[src/rtl/pal_pkg.sv]
// Shared types for the programmable sum-of-products array.
// Assumes: mode bit 1 is drive enable and mode bit 0 is clocked select.
package pal_pkg;
    typedef enum logic [1:0] {
        CELL_PIN_A = 2'b00,
        CELL_PIN_B = 2'b01,
        CELL_COMB  = 2'b10,
        CELL_REG   = 2'b11
    } cell_mode_e;
endpackage

[src/rtl/pal_cfg_shift.sv]
// Serial configuration register. New bits enter at the top and move down.
// Assumes: the caller holds the logic idle while load is high.
module pal_cfg_shift #(
    parameter int TOTAL = 16
) (
    input  logic             clk,
    input  logic             rst_n,
    input  logic             load,
    input  logic             din,
    output logic [TOTAL-1:0] cfg
);
    // Clear on reset, shift one place per edge while loading.
    always_ff @(posedge clk) begin
        if (!rst_n)
            cfg <= '0;
        else if (load)
            cfg <= {din, cfg[TOTAL-1:1]};
    end

    assert_shift_in_R1: assert property (@(posedge clk) disable iff (!rst_n)
        load |=> cfg[TOTAL-1] == $past(din));
    assert_hold_R1: assert property (@(posedge clk) disable iff (!rst_n)
        !load |=> $stable(cfg));
endmodule

[src/rtl/pal_and_or.sv]
// Programmable AND array followed by a fixed OR array.
// Assumes: every signal is offered in true and complemented form, and each
// output owns a contiguous group of N_PT terms.
module pal_and_or #(
    parameter int N_SIG = 12,
    parameter int N_OUT = 4,
    parameter int N_PT  = 4,
    localparam int LIT      = 2 * N_SIG,
    localparam int N_TERM   = N_OUT * N_PT,
    localparam int AND_BITS = N_TERM * LIT
) (
    input  logic [AND_BITS-1:0] and_cfg,
    input  logic [N_SIG-1:0]    sig,
    output logic [N_OUT-1:0]    sum
);
    logic [LIT-1:0]    lit;
    logic [N_TERM-1:0] term;

    // Interleave true and complemented forms of each signal.
    for (genvar s = 0; s < N_SIG; s++) begin : g_lit
        assign lit[2*s]   = sig[s];
        assign lit[2*s+1] = ~sig[s];
    end

    // One product term per group of LIT connection bits; empty terms give 0.
    for (genvar t = 0; t < N_TERM; t++) begin : g_term
        logic [LIT-1:0] conn;
        assign conn    = and_cfg[t*LIT +: LIT];
        assign term[t] = (|conn) & (&(lit | ~conn));
    end

    // Fixed OR of each output's own group of terms.
    for (genvar o = 0; o < N_OUT; o++) begin : g_or
        assign sum[o] = |term[o*N_PT +: N_PT];

        // Unconnected group must give a zero sum.
        always_comb begin
            if (and_cfg[o*N_PT*LIT +: N_PT*LIT] == '0)
                assert_empty_group_R5: assert (sum[o] == 1'b0);
        end
    end
endmodule

[src/rtl/pal_cell.sv]
// Output cell: pin input, combinational driver, or clocked driver.
// Assumes: idle is high during configuration loading; feedback never
// carries the combinational sum, so no loop can form through the array.
module pal_cell
    import pal_pkg::*;
(
    input  logic       clk,
    input  logic       rst_n,
    input  logic       idle,
    input  logic [1:0] mode,
    input  logic       sum,
    input  logic       pad_in,
    output logic       pad_drive,
    output logic       pad_oe,
    output logic       fb
);
    logic q;

    // Output register: cleared by reset or loading, else samples the sum.
    always_ff @(posedge clk) begin
        if (!rst_n || idle)
            q <= 1'b0;
        else
            q <= sum;
    end

    // Pin drive value and enable chosen by mode; forced off while idle.
    always_comb begin
        pad_oe    = 1'b0;
        pad_drive = 1'b0;
        if (!idle) begin
            case (cell_mode_e'(mode))
                CELL_COMB: begin pad_oe = 1'b1; pad_drive = sum; end
                CELL_REG:  begin pad_oe = 1'b1; pad_drive = q;   end
                default:   begin pad_oe = 1'b0; pad_drive = 1'b0; end
            endcase
        end
    end

    // Feedback: the pin when undriven, the register otherwise.
    assign fb = mode[1] ? q : pad_in;

    assert_idle_oe_R3: assert property (@(posedge clk) disable iff (!rst_n)
        pad_oe |-> !idle);
    assert_idle_clear_R3: assert property (@(posedge clk) disable iff (!rst_n)
        idle |=> (idle || mode != CELL_REG || pad_drive == 1'b0));
    assert_reg_delay_R9: assert property (@(posedge clk) disable iff (!rst_n)
        ($past(rst_n) && !$past(idle) && !idle && mode == CELL_REG
            && $past(mode) == CELL_REG) |-> pad_drive == $past(sum));
    assert_fb_reg_R10: assert property (@(posedge clk) disable iff (!rst_n)
        ($past(rst_n) && !$past(idle) && mode[1]) |-> fb == $past(sum));
endmodule

[src/rtl/pal_array.sv]
// Top of the programmable sum-of-products array with output cells.
// Assumes: the configuration is loaded serially with cfg_load high before
// use; outputs are meaningless until a full load has completed.
module pal_array #(
    parameter int N_IN  = 8,
    parameter int N_OUT = 4,
    parameter int N_PT  = 4,
    localparam int N_SIG    = N_IN + N_OUT,
    localparam int LIT      = 2 * N_SIG,
    localparam int AND_BITS = N_OUT * N_PT * LIT,
    localparam int TOTAL    = AND_BITS + 2 * N_OUT
) (
    input  logic             clk,
    input  logic             rst_n,
    input  logic             cfg_load,
    input  logic             cfg_bit,
    input  logic [N_IN-1:0]  in_sig,
    input  logic [N_OUT-1:0] pad_in,
    output logic [N_OUT-1:0] pad_drive,
    output logic [N_OUT-1:0] pad_oe
);
    logic [TOTAL-1:0] cfg;
    logic [N_OUT-1:0] fb;
    logic [N_OUT-1:0] sum;
    logic [N_SIG-1:0] sig;

    pal_cfg_shift #(.TOTAL(TOTAL)) cfg_i (
        .clk  (clk),
        .rst_n(rst_n),
        .load (cfg_load),
        .din  (cfg_bit),
        .cfg  (cfg)
    );

    // Literal sources: dedicated inputs below, feedback above.
    assign sig = {fb, in_sig};

    pal_and_or #(.N_SIG(N_SIG), .N_OUT(N_OUT), .N_PT(N_PT)) array_i (
        .and_cfg(cfg[AND_BITS-1:0]),
        .sig    (sig),
        .sum    (sum)
    );

    for (genvar o = 0; o < N_OUT; o++) begin : g_cell
        pal_cell cell_i (
            .clk      (clk),
            .rst_n    (rst_n),
            .idle     (cfg_load),
            .mode     (cfg[AND_BITS+2*o +: 2]),
            .sum      (sum[o]),
            .pad_in   (pad_in[o]),
            .pad_drive(pad_drive[o]),
            .pad_oe   (pad_oe[o]),
            .fb       (fb[o])
        );
    end

    assert_reset_quiet_R2: assert property (@(posedge clk)
        !rst_n |=> (pad_oe == '0 && pad_drive == '0));
endmodule

[config.mk]
export PLATFORM = sky130hd
export DESIGN_NAME = pal_array
export DESIGN_NICKNAME = d
export VERILOG_FILES = /design/src/rtl/pal_pkg.sv /design/src/rtl/pal_cfg_shift.sv /design/src/rtl/pal_and_or.sv /design/src/rtl/pal_cell.sv /design/src/rtl/pal_array.sv
export SDC_FILE = /design/constraint.sdc
export NUM_CORES = 1
export LEC_CHECK = 0
export ABC_AREA = 1
export CAP_MARGIN = 20
export CELL_PAD_IN_SITES_DETAIL_PLACEMENT = 0
export CELL_PAD_IN_SITES_GLOBAL_PLACEMENT = 2
export CORE_ASPECT_RATIO = 0.75
export CORE_MARGIN = 2
export CORE_UTILIZATION = 31
export DETAILED_ROUTE_END_ITERATION = 10
export PLACE_DENSITY_LB_ADDON = 0.05
export SETUP_SLACK_MARGIN = 0.2
export SYNTH_ARGS = -nofsm -noshare
export SYNTH_HDL_FRONTEND = slang
export SYNTH_HIERARCHICAL = 1
export SYNTH_SLANG_ARGS = --single-unit
[constraint.sdc]
create_clock -name clk -period 1.88 [get_ports clk]
set_clock_uncertainty 0.05 [all_clocks]
set_input_delay 0.376 -clock clk [delete_from_list [all_inputs] [get_ports clk]]
set_output_delay 0.376 -clock clk [all_outputs]
set_load 0.01 [all_outputs]
==> reports/qor.log <==
[sta] Final period util 156%
[run_status] status finished, violations left
[critical_path] reg2reg end g_cell[3].cell_i/q
[placed_design] Port-buffer cells 23
[detailed_routing] wire length reported by the detailed router 63200 µm
[critical_path] crit start category flip-flop
[power] total power draw 23.2 mW
[synth] Yosys cell types 19
[sta] worst-case headroom to the max-slew limit 60.1%
[critical_path] Setup CP Type flip-flop to output port
[critical_path] worst r2r src cfg_i/cfg[387]
[detailed_routing] detailed router's first-iteration violation count 975
[die] DIE AREA 70500 µm²
[cts] latest clock arrival within the worst-skew pair 0.58 ns
[die] CORE AREA 67200 µm²
[cts] library cell used as clock root buffer clkbuf_16
[sta] final critical-path setup slack -1.06 ns
[cts] Clock Path Buffers 3
[synth] synthesized area 21200 µm²
[placed_design] final weighted congestion in routability-driven placement 0.793
[sta] setup violation total in the final timing report 6
[cts] number of H-tree levels 2
[die] number of standard-cell rows in the floorplan 82
[sta] Final TNS setup -4.82 ns
[sta] max-slew violation count 0
[placed_design] cell area after placement 24900 µm²
[cts] clock buffer count from CTS 47
[die] starting density of the core 31.5%
[final_layout] most frequent cells in the layout nand2_1, nor2_1, inv_1, buf_4, dfxtp_1
[detailed_routing] detail-routed net length per standard cell 12.7 µm
[placed_design] worst setup timing slack at the placement stage -1.67 ns
[critical_path] critical path peak fanout 6
[cts] number of clock sinks seen by CTS 396
[power] static leakage 14.1 nW
[final_layout] Area growth, synth to finish 27.8%
[sta] unrepaired setup endpoints after global routing true
[global_routing] initial antenna violation count 0
[hold_path] Tightest Hold Check Type input pin to flip-flop
[power] Max VDD drop 0.000556 V
[power] power per unit of standard cell area 856 nW/µm²
[critical_path] Data required, critical path 1.45 ns
[placed_design] dpl cells 4851
[detailed_routing] DR vias/cell 4.19
[detailed_routing] First-pass DRT Iterations 5
[global_routing] overall global routing resource usage 18.1%
[critical_path] data arrival time of the critical path 2.51 ns
[critical_path] crit path to pad_drive[3]
[global_routing] via count of the first global-routing pass 20100
[die] width of the die 306 µm
[global_routing] residual overflow from global routing 0
[detailed_routing] number of design rule violations left after detail routing 0
[placed_design] half-perimeter wire length after detailed placement 42700 µm
[sta] min cycle time layout 2.94 ns
[final_layout] cell area after layout 27100 µm²
[sta] actual transition at the worst max-transition pin 0.599 ns
[final_layout] most frequent standard cell in the layout excluding fill and tap cells nand2_1
[detailed_routing] vias 20800
[synth] Synth Net Count 3677
[cts] clock-pin transition on the worst setup and hold timing paths 0.06 ns
[final_layout] core occupancy in the finished layout 40.3%
[final_layout] number of nets at the end of the flow 4057
[critical_path] Setup crit end kind output port
[die] I/O Pins 24
[sta] maximum frequency from static timing analysis 340 MHz
[final_layout] fillers 7340
[cts] clock tree from TritonCTS yes
[cts] number of hold buffers added after cts 0
[final_layout] count of antenna diodes in the layout 0
[final_layout] number of cells in the finished layout apart from fillers 4960
[die] die span in y 230 µm
[synth] gate count after technology mapping 3661
[sta] Hold Violations, Final 0
[final_layout] share of post-route cells with drive strength above 1 16.6%
[critical_path] depth of the most critical reg-to-reg path 17
[global_routing] pin count of the biggest net entering global routing 136
[sta] hold_ws 0.0890 ns
[synth] part of the Yosys area used for sequential elements 37.4%
[synth] count of state elements after synthesis 396
[global_routing] first-pass GRT wire length 103000 µm
[synth] Avg Cell Area, Syn 5.79 µm²
[critical_path] launch point of the worst path cfg_i/cfg[387]
[job] max-cap violation count 0
[detailed_routing] remaining antenna violation count after routing 0
[critical_path] worst reg-to-reg setup slack -0.04 ns
[run_status] violations in the final reports negative setup slack
[synth] synth warn 6
where the power goes:
part           internal, mW  switching (mW)  total, mW  leakage [nW]
Sequential             8.94           0.428       9.37          3.28
Combinational          2.03            2.52       4.55          10.0
Clock                  5.41            3.85       9.26         0.765
registers in the layout, summed over array words and instances (netlist names):
signal / cells
cfg_i/cfg: 392
g_cell.cell_i/q: 4
cells in the mapped netlist:
cell type | number | area (µm²)
inv_4 | 4 | 25.0
nand3_1 | 66 | 330
nor2_2 | 4 | 25.0
inv_2 | 3 | 11.3
buf_2 | 54 | 270
o21ai_1 | 4 | 20.0
buf_4 | 24 | 180
inv_1 | 466 | 1750
buf_6 | 83 | 935
o21ai_0 | 57 | 285
dfxtp_1 | 396 | 7930
nor2_1 | 1141 | 4280
clkbuf_2 | 1 | 5.00
clkbuf_1 | 3 | 11.3
buf_8 | 1 | 15.0
clkbuf_4 | 1 | 7.51
nand4_1 | 2 | 12.5
nand2_2 | 13 | 81.3
nand2_1 | 1338 | 5020
per-layer routing:
| metal | GRT usage, % | vias up | wire [µm] |
|---|---|---|---|
| li1 | - | 11300 | - |
| met1 | 22.4 | 9245 | 29700 |
| met2 | 33.5 | 148 | 30800 |
| met3 | 2.24 | 66 | 1560 |
| met4 | 3.74 | 0 | 1140 |
| met5 | 0 | - | 0 |
worst max-delay path: stages, from the launching register on:
cell,delay [ns]
dfxtp_4,0.36
inv_4,0.06
nand2_4,0.04
nand2_4,0.08
buf_12,0.14
buf_6,0.10
buf_12,0.11
nand2_4,0.05
o21ai_2,0.05
nand3_1,0.10
nor2_2,0.15
nand3_2,0.10
nand2_2,0.07
inv_2,0.05
nand2_4,0.09
inv_2,0.04
nand2_2,0.05
nand2_2,0.04
nor2_2,0.10
buf_2,0.13
worst min-delay path by stage:
stage | from | endpoint | slack (ns) | cells after the start
6_report | rst_n | cfg_i/cfg[259] | 0.09 | 3
5_1_grt | rst_n | cfg_i/cfg[208] | 0.07 | 3
4_1_cts | rst_n | cfg_i/cfg[258] | 0.05 | 3
3_5_place_dp | cfg_i/cfg[0] | cfg_i/cfg[0] | 0.43 | 2
3_3_place_gp | cfg_i/cfg[0] | cfg_i/cfg[0] | 0.42 | 2
2_1_floorplan | cfg_load | g_cell[0].cell_i/q | 0.40 | 1
kinds of logic after synthesis:
logic type             Yosys count  synth area share, %
and+or+nand+nor               2564                 46.0
buffers and inverters          640                 15.1
DFF                            396                 37.4
AOI/OAI and AO/OA               61                 1.44
final cells by class:
class	instances	area, µm²	share of cell area [%]
multi-input combinational	2625	10400	38.4
sequential	396	7940	29.3
clock buffer	74	1450	5.35
tap	882	1100	4.07
inverter	473	1800	6.65
timing repair buffer	498	4310	15.9
clock inverter	12	87.6	0.323
repair_timing:
| action | in CTS | in global routing |
|---|---|---|
| gates cloned | 2 | 1 |
| endpoints found under the hold margin | 0 | 0 |
| resized for setup | 114 | 60 |
| setup endpoints to repair | 12 | 12 |
| pin swaps | 50 | 38 |
| buffers inserted | 18 | 2 |
No activity file was read; power rests on OpenSTA's default activity.
